File: src/rtl/dp_alu_pkg.sv
package dp_alu_pkg;

   typedef enum logic [3:0] {
      OP_AND   = 4'h0,
      OP_XOR   = 4'h1,
      OP_SUB   = 4'h2,
      OP_RSUB  = 4'h3,
      OP_ADD   = 4'h4,
      OP_ADDC  = 4'h5,
      OP_SUBC  = 4'h6,
      OP_RSUBC = 4'h7,
      OP_TAND  = 4'h8,
      OP_TXOR  = 4'h9,
      OP_CSUB  = 4'hA,
      OP_CADD  = 4'hB,
      OP_OR    = 4'hC,
      OP_PASS  = 4'hD,
      OP_CLR   = 4'hE,
      OP_INV   = 4'hF
   } alu_op_e;

   typedef struct packed {
      logic n;
      logic z;
      logic c;
      logic v;
   } alu_flags_t;

   // compare/test group: flags only, never a result write
   function automatic logic op_is_compare(input alu_op_e op);
      return (op == OP_TAND) || (op == OP_TXOR) || (op == OP_CSUB) || (op == OP_CADD);
   endfunction

   function automatic logic op_is_arith(input alu_op_e op);
      case (op)
         OP_SUB, OP_RSUB, OP_ADD, OP_ADDC, OP_SUBC, OP_RSUBC, OP_CSUB, OP_CADD: return 1'b1;
         default: return 1'b0;
      endcase
   endfunction

endpackage

File: src/rtl/dp_alu_adder.sv
module dp_alu_adder #(
   parameter int WIDTH  = 32,
   parameter bit RIPPLE = 1'b0
) (
   input  logic [WIDTH-1:0] x_i,
   input  logic [WIDTH-1:0] y_i,
   input  logic             ci_i,
   output logic [WIDTH-1:0] s_o,
   output logic             co_o
);

   generate
      if (RIPPLE) begin : g_ripple
         logic [WIDTH:0] cy;
         assign cy[0] = ci_i;
         for (genvar g = 0; g < WIDTH; g++) begin : g_bit
            assign s_o[g]    = x_i[g] ^ y_i[g] ^ cy[g];
            assign cy[g+1]   = (x_i[g] & y_i[g]) | (cy[g] & (x_i[g] ^ y_i[g]));
         end
         assign co_o = cy[WIDTH];
      end else begin : g_infer
         logic [WIDTH:0] sum_w;
         assign sum_w = {1'b0, x_i} + {1'b0, y_i} + {{WIDTH{1'b0}}, ci_i};
         assign s_o   = sum_w[WIDTH-1:0];
         assign co_o  = sum_w[WIDTH];
      end
   endgenerate

endmodule

File: src/rtl/dp_alu_arith.sv
module dp_alu_arith
   import dp_alu_pkg::*;
#(
   parameter int WIDTH  = 32,
   parameter bit RIPPLE = 1'b0
) (
   input  alu_op_e          op_i,
   input  logic [WIDTH-1:0] a_i,
   input  logic [WIDTH-1:0] b_i,
   input  logic             cin_i,
   output logic [WIDTH-1:0] sum_o,
   output logic             cout_o,
   output logic             ovf_o
);

   localparam int MSB = WIDTH - 1;

   logic [WIDTH-1:0] x_sel, y_sel;
   logic             ci_sel;

   // map each arithmetic code onto one adder: operand order, inversion, carry-in
   always_comb begin
      x_sel  = a_i;
      y_sel  = b_i;
      ci_sel = 1'b0;
      case (op_i)
         OP_SUB, OP_CSUB: begin x_sel = a_i; y_sel = ~b_i; ci_sel = 1'b1;  end
         OP_RSUB:         begin x_sel = b_i; y_sel = ~a_i; ci_sel = 1'b1;  end
         OP_ADD, OP_CADD: begin x_sel = a_i; y_sel = b_i;  ci_sel = 1'b0;  end
         OP_ADDC:         begin x_sel = a_i; y_sel = b_i;  ci_sel = cin_i; end
         OP_SUBC:         begin x_sel = a_i; y_sel = ~b_i; ci_sel = cin_i; end
         OP_RSUBC:        begin x_sel = b_i; y_sel = ~a_i; ci_sel = cin_i; end
         default:         begin x_sel = a_i; y_sel = b_i;  ci_sel = 1'b0;  end
      endcase
   end

   dp_alu_adder #(.WIDTH(WIDTH), .RIPPLE(RIPPLE)) u_adder (
      .x_i  (x_sel),
      .y_i  (y_sel),
      .ci_i (ci_sel),
      .s_o  (sum_o),
      .co_o (cout_o)
   );

   assign ovf_o = (x_sel[MSB] == y_sel[MSB]) && (sum_o[MSB] != x_sel[MSB]);

endmodule

File: src/rtl/dp_alu_logic.sv
module dp_alu_logic
   import dp_alu_pkg::*;
#(
   parameter int WIDTH = 32
) (
   input  alu_op_e          op_i,
   input  logic [WIDTH-1:0] a_i,
   input  logic [WIDTH-1:0] b_i,
   output logic [WIDTH-1:0] res_o
);

   always_comb begin
      case (op_i)
         OP_AND, OP_TAND: res_o = a_i & b_i;
         OP_XOR, OP_TXOR: res_o = a_i ^ b_i;
         OP_OR:           res_o = a_i | b_i;
         OP_PASS:         res_o = b_i;
         OP_CLR:          res_o = a_i & ~b_i;
         OP_INV:          res_o = ~b_i;
         default:         res_o = '0;
      endcase
   end

endmodule

File: src/rtl/dp_alu_flags.sv
module dp_alu_flags
   import dp_alu_pkg::*;
#(
   parameter int WIDTH = 32
) (
   input  logic [WIDTH-1:0] res_i,
   input  logic             arith_i,
   input  logic             add_c_i,
   input  logic             add_v_i,
   input  logic             shift_c_i,
   input  logic             v_keep_i,
   output alu_flags_t       flags_o
);

   localparam int MSB = WIDTH - 1;

   always_comb begin
      flags_o.n = res_i[MSB];
      flags_o.z = ~|res_i;
      flags_o.c = arith_i ? add_c_i : shift_c_i;
      flags_o.v = arith_i ? add_v_i : v_keep_i;
   end

endmodule

File: src/rtl/dp_alu.sv
module dp_alu
   import dp_alu_pkg::*;
#(
   parameter int WIDTH  = 32,
   parameter bit RIPPLE = 1'b0
) (
   input  logic [3:0]       op_i,
   input  logic [WIDTH-1:0] opa_i,
   input  logic [WIDTH-1:0] opb_i,
   input  logic             c_flag_i,
   input  logic             v_flag_i,
   input  logic             shift_c_i,
   input  logic             set_flags_i,
   output logic [WIDTH-1:0] result_o,
   output logic             result_we_o,
   output logic             n_o,
   output logic             z_o,
   output logic             c_o,
   output logic             v_o,
   output logic             flags_we_o
);

   generate
      if (WIDTH < 2) begin : g_bad_width
         $error("dp_alu: WIDTH must be at least 2");
      end
   endgenerate

   alu_op_e          op;
   logic             is_arith, is_cmp;
   logic [WIDTH-1:0] sum_w, log_w;
   logic             add_c, add_v;
   alu_flags_t       nxt;

   assign op       = alu_op_e'(op_i);
   assign is_arith = op_is_arith(op);
   assign is_cmp   = op_is_compare(op);

   dp_alu_arith #(.WIDTH(WIDTH), .RIPPLE(RIPPLE)) u_arith (
      .op_i   (op),
      .a_i    (opa_i),
      .b_i    (opb_i),
      .cin_i  (c_flag_i),
      .sum_o  (sum_w),
      .cout_o (add_c),
      .ovf_o  (add_v)
   );

   dp_alu_logic #(.WIDTH(WIDTH)) u_logic (
      .op_i  (op),
      .a_i   (opa_i),
      .b_i   (opb_i),
      .res_o (log_w)
   );

   assign result_o = is_arith ? sum_w : log_w;

   dp_alu_flags #(.WIDTH(WIDTH)) u_flags (
      .res_i     (result_o),
      .arith_i   (is_arith),
      .add_c_i   (add_c),
      .add_v_i   (add_v),
      .shift_c_i (shift_c_i),
      .v_keep_i  (v_flag_i),
      .flags_o   (nxt)
   );

   assign n_o         = nxt.n;
   assign z_o         = nxt.z;
   assign c_o         = nxt.c;
   assign v_o         = nxt.v;
   assign result_we_o = ~is_cmp;
   assign flags_we_o  = is_cmp | set_flags_i;

endmodule

File: config.mk
export PLATFORM = sky130hd
export DESIGN_NAME = dp_alu
export DESIGN_NICKNAME = d
export VERILOG_FILES = /design/src/rtl/dp_alu_pkg.sv /design/src/rtl/dp_alu_adder.sv /design/src/rtl/dp_alu_arith.sv /design/src/rtl/dp_alu_logic.sv /design/src/rtl/dp_alu_flags.sv /design/src/rtl/dp_alu.sv
export SDC_FILE = /design/constraint.sdc
export NUM_CORES = 1
export LEC_CHECK = 0
export BUFFER_PORTS_ARGS = -buffer_cell sky130_fd_sc_hd__buf_2
export CAP_MARGIN = 25
export CORE_ASPECT_RATIO = 1.4
export CORE_MARGIN = 2
export CORE_UTILIZATION = 35
export DETAILED_ROUTE_END_ITERATION = 10
export GPL_TIMING_DRIVEN = 0
export REMOVE_ABC_BUFFERS = 1
export SYNTH_ARGS = -nofsm -noshare
export SYNTH_HDL_FRONTEND = slang
export SYNTH_SLANG_ARGS = --single-unit
File: constraint.sdc
create_clock -name vclk -period 5.8
set_input_delay 0.29 -clock vclk [all_inputs]
set_output_delay 0.29 -clock vclk [all_outputs]
set_load 0.05 [all_outputs]
Yosys cells after proc, flatten, opt, wreduce, memory -nomap -nowiden:

Memories as Yosys holds them, arrays and structs flattened.
Cells that the tools add are included.

* $add $sub $neg: 2
* eq/ne operators: 16
* mux-type cells: 7
* bitwise logic cells: 8
* reduce and logical (&&, ||, !) cells: 13

Operators with widths (count)
* 32-bit one-hot mux with 6 select lines: 1
* 32-bit AND: 2
* 32-bit 2-to-1 mux: 2
* 32-bit NOT: 2
* 32-bit one-hot mux with 2 select lines: 1
* 32-bit by 32-bit adder with 33-bit output: 1
* 33-bit by 1-bit adder with 33-bit output: 1
* 4-bit equality test, second input constant: 8
* 32-bit OR: 1
* 32-bit OR reduction: 1
* 32-bit bitwise XOR: 1
* 4-bit by 3-bit equality test with 1-bit output, second input constant: 3
* 3-bit OR reduction: 3
* 4-bit by 2-bit equality test with 1-bit output, second input constant: 2
* 2-bit OR reduction: 3
* 4-bit by 1-bit equality test with 1-bit output, second input constant: 1
* 4-bit logical NOT: 1
* 1-bit logical OR: 3
* 1-bit 2-to-1 mux: 2
* 1-bit one-hot mux with 2 select lines: 1
* 1-bit equality test: 1
* 1-bit logical AND: 1
* 1-bit logical NOT: 1
* 1-bit != test: 1
* 2 further kinds: 2

* bits in registers: 0
* bits in read-only memories: 16
* input bits: 72
* output and inout bits: 38
* logic and storage cells: 47
* memories kept: 1

Memory list
* (name not given): depth 16, bits a word 1, rd ports 1, clocked after memory_dff 0, wr ports 0, line dp_alu_pkg.sv:35 `case (op)`

Logic depth before layout (Yosys ltp):

* depth after elaboration: 8
* gate-level depth with buffers: 23
* mapped depth without buffers: 18

Cells and area by module:

A second synthesis with hierarchy kept.

* cells, all modules: 738
* area, all modules: 5931.9 um^2

By module, submodules not included
* dp_alu_logic: instances 1, cells each 294, area each 2519.9 um^2, seq. area each 0.0 um^2
* dp_alu_adder: instances 1, cells each 259, area each 1854.3 um^2, seq. area each 0.0 um^2
* dp_alu_arith: instances 1, cells each 131, area each 1032.2 um^2, seq. area each 0.0 um^2
* dp_alu: instances 1, cells each 40, area each 422.9 um^2, seq. area each 0.0 um^2
* dp_alu_flags: instances 1, cells each 14, area each 102.6 um^2, seq. area each 0.0 um^2

Worst setup path after synthesis:

Ideal clock, no wire load.

* path kind: input port to output port
* start: in op_i[1]
* end: out z_o
* arrival: 6.696 ns
* required time: 5.510 ns
* path slack: -1.186 ns
* stages on the path: 22
* buffers on the path: 5
* cells stage by stage: clkbuf_1 clkbuf_1 clkbuf_1 buf_1 nand3b_1 o21ai_1 clkbuf_1 nor2_1 a211oi_1 fa_1 inv_1 fa_1 a21o_1 a221o_1 a41o_1 o21bai_2 a21oi_1 xnor2_1 o21ai_0 or4_1 or4_1 nor2_1

* cells in the longest elaborated chain, start to end: 8
* elaborated cells on any way between the ends: 30
* classes of those cells: add/sub (2); eq/ne (13); mux (5); reduce/logical (9); memory (1)

RTL lines
* from (decl): line dp_alu.sv:7 `input logic [3:0] op_i,`
* 4-bit equality test, or another cell as far along: line dp_alu_arith.sv:26 `case (op_i)`
* 3-bit OR reduction (no line) or 2-bit OR reduction (tied branches)
* 32-bit one-hot mux with 2 select lines or 32-bit 2-to-1 mux (tied branches): line dp_alu_arith.sv:26
* 32-bit by 32-bit adder with 33-bit output: line dp_alu_adder.sv:23 `assign sum_w = {1'b0, x_i} + {1'b0, y_i} + {{WIDTH{1'b0}}, ci_i};`
* 33-bit by 1-bit adder with 33-bit output: line dp_alu_adder.sv:23
* 32-bit 2-to-1 mux (*): line dp_alu.sv:56 `assign result_o = is_arith ? sum_w : log_w;`
* net result_o[22]: line dp_alu.sv:14 `output logic [WIDTH-1:0] result_o,`
* 32-bit OR reduction (*): line dp_alu_flags.sv:19 `flags_o.z = ~|res_i;`
* 1-bit logical NOT (*): line dp_alu_flags.sv:19
* to (decl): line dp_alu.sv:17 `output logic z_o,`

The timed path passes the listed nets; every way through them passes the cells marked *.

Final worst setup path:

* start: in op_i[0]
* end: out z_o

* cells in the longest elaborated chain, start to end: 8
* elaborated cells on any way between the ends: 30
* classes of those cells: add/sub (2); eq/ne (13); mux (5); reduce/logical (9); memory (1)

RTL lines (line)
* 4-bit equality test, or another cell as far along: dp_alu_arith.sv:26
* 3-bit OR reduction (no line) or 2-bit OR reduction (tied branches)
* 32-bit one-hot mux with 2 select lines or 32-bit 2-to-1 mux (tied branches): dp_alu_arith.sv:26
* 32-bit by 32-bit adder with 33-bit output: dp_alu_adder.sv:23
* 33-bit by 1-bit adder with 33-bit output: dp_alu_adder.sv:23
* 32-bit 2-to-1 mux (*): dp_alu.sv:56
* 32-bit OR reduction (*): dp_alu_flags.sv:19
* 1-bit logical NOT (*): dp_alu_flags.sv:19

Every way passes the cells marked *; elsewhere a longest branch is shown, timed or not.

==> results.sh <==
export IMPL_synth_area_per_cell_um2=5.93
export IMPL_antenna_found_initial=0
export IMPL_tightest_slew_ns=0.980
export IMPL_layout_nets=1070
export IMPL_critical_path_arrival_ns=5.30
export IMPL_path_cells="buf_16 > inv_12 > nand2_2 > nor2_4 > buf_8 > o21ai_0 > o21ai_0 > ha_1 > a21o_1 > a221o_2 > a41o_4 > buf_4 > or3_1 > a31oi_4 > o211ai_1 > nor4_2 > nand4_1 > or4_4 > nor2_4 > buf_6"
export IMPL_syn_inst=842
export IMPL_drt_antenna_violating_nets=0
export IMPL_regArea_um2=0
export IMPL_path_class="input pin to output pin"
export IMPL_cp_slowest_cell="or4_4"
export IMPL_slew_viol_final=0
export IMPL_max_vdd_ir_drop_mv=0.108
export IMPL_post_dp_cell_area_um2=5830
export IMPL_synth_most_common_cell="o21ai_0"
export IMPL_drc=0
export IMPL_worst_ep_required_time_ns=5.51
export IMPL_hold_viol=0
export IMPL_synthesis_area_um2=5000
export IMPL_status="completed"
export IMPL_dp_slack_ns=-1.74
export IMPL_worstPathMaxFanout=40
export IMPL_vias=6731
export IMPL_vias_per_cell=6.03
export IMPL_yosysSeqAreaShare=0
export IMPL_nClkBuffers=0
export IMPL_maxSlewHeadroom=0.347
export IMPL_place_inst=1093
export IMPL_power_leakage_nw=2.96
export IMPL_portBuffers=110
export IMPL_dieHeight_um=145
export IMPL_drt_iter0_drc=421
export IMPL_min_path_type="input pin to output pin"
export IMPL_seq_cell_count=0
export IMPL_drive_gt1_frac=0.193
export IMPL_wl_per_cell_um=18.3
export IMPL_dr_pass1_iters=5
export IMPL_synth_area_leader_cell="ha_1"
export IMPL_setup_viol=0
export IMPL_gp_congestion=0.876
export IMPL_fin_cells=1116
export IMPL_ys_warn_count=0
export IMPL_synthTopCellsByArea="ha_1, o21ai_0, a21oi_1"
export IMPL_n_antenna_cell=0
export IMPL_groute_usage_overall=0.253
export IMPL_synth_distinct_cells=69
export IMPL_fmax_ghz=0.179
export IMPL_grt_pass1_wl_um=31700
export IMPL_dieWidth_um=105
export IMPL_worst_slack_ns=0.209
export IMPL_dieArea_um2=15300
export IMPL_crit_path_start_kind="input pin"
export IMPL_power_density_nw_per_um2=166
export IMPL_maxCapViolCount=0
export IMPL_finalSetupTns_ns=0
export IMPL_max_stage_delay_ns=0.53
export IMPL_design_area_um2=6290
export IMPL_min_period_ns=5.59
export IMPL_grt_ovfl_total=0
export IMPL_hold_buffers=0
export IMPL_endpoint_kind="output pin"
export IMPL_initial_core_util=0.359
export IMPL_syn_to_final_growth_pct=25.8
export IMPL_io_pin_count=110
export IMPL_hpwl_um=14500
export IMPL_core_um2=13900
export IMPL_grt_start_max_net_pins=41
export IMPL_fin_crit_sh=0.964
export IMPL_grt_pass1_vias=6265
export IMPL_rsz0062_at_grt="no"
export IMPL_wl_um=20400
export IMPL_rows=51
export IMPL_synth_top_area_frac=0.158
export IMPL_netlist_top_cells_count="o21ai_0, nand2_1, a21oi_1"
[through the flow]
step	utilization	hold slack [ns]	total power, mW
2_1_floorplan	-	0.870	0.689
3_3_place_gp	0.400	0.979	0.936
3_5_place_dp	0.419	0.983	0.960
4_1_cts	0.447	0.983	1.02
5_1_grt	0.452	0.996	1.12
6_report	0.452	0.979	1.04
[path summary, 6_finish.rpt]
| check | from | end | slack (ns) | cells after the start |
|---|---|---|---|---|
| max | op_i[0] | z_o | 0.21 | 20 |
| min | set_flags_i | flags_we_o | 0.98 | 3 |
[layer usage]
| metal | routed length, um | GRT usage | up-vias |
|---|---|---|---|
| li1 | - | - | 3308 |
| met1 | 8030 | 0.291 | 3100 |
| met2 | 10400 | 0.484 | 266 |
| met3 | 1160 | 0.0166 | 57 |
| met4 | 820 | 0.0860 | 0 |
| met5 | 0 | 0 | - |
[cell usage in the layout (no fill, tap or decap), drive strengths merged, types with 3 or more instances in the layout]
cell type / netlist / routed
inv: 73 / 73
nor2b: 3 / 3
a22o: 4 / 4
o21bai: 3 / 3
bufbuf: 0 / 4
or4: 5 / 5
nand2b: 8 / 8
xnor2: 10 / 10
nand4: 6 / 6
a32oi: 3 / 3
o21ai: 139 / 139
and2: 4 / 4
a31oi: 16 / 16
a221o: 4 / 4
buf: 9 / 140
nand2: 107 / 107
a221oi: 4 / 4
o221ai: 13 / 13
xor2: 10 / 10
o31ai: 4 / 4
a22oi: 17 / 17
a2111o: 3 / 3
and3: 8 / 8
nor2: 51 / 51
o22ai: 4 / 4
a21o: 15 / 15
nor3: 18 / 18
mux2i: 7 / 7
a21oi: 84 / 84
or3: 6 / 6
nand3: 25 / 25
ha: 63 / 63
nor4: 9 / 9
a211oi: 13 / 13
o211ai: 11 / 11
[report_power, final]
| group | leakage (nW) | switching (mW) | total (mW) | internal (mW) |
|---|---|---|---|---|
| clock network | 0 | 0 | 0 | 0 |
| registers | 0 | 0 | 0 | 0 |
| logic | 2.96 | 0.691 | 1.04 | 0.351 |
[area by class of cell]
class,instances,area [um^2]
multi-input combinational,713,4660
tap,185,231
fill,1573,7620
timing repair buffer,145,1110
inverter,73,287
[cell families after synthesis]
kind of cell | Yosys count | share of synthesized area
AOI/OAI and AO/OA | 358 | 0.441
and+or+nand+nor | 260 | 0.241
buffers and inverters | 130 | 0.0984
adders and majority gates | 65 | 0.166
xor gates and xnor gates | 20 | 0.0351
muxes | 9 | 0.0185
[critical path: cells and delay by family]
kind                     cells  cell delay (ns)
AND/OR/NAND/NOR              7             2.30
AO/OA/AOI/OAI                7             1.46
buffers and inverters        5             0.88
adder cells (fa/ha/maj)      1             0.30
[timing repair]
item	CTS	global route
pin swaps	11	13
hold endpoints to repair	0	0
gates resized for setup	34	13
cloned	5	0
buffers inserted	14	6
setup endpoints to repair	13	1
No activity file was read; power rests on OpenSTA's default activity.
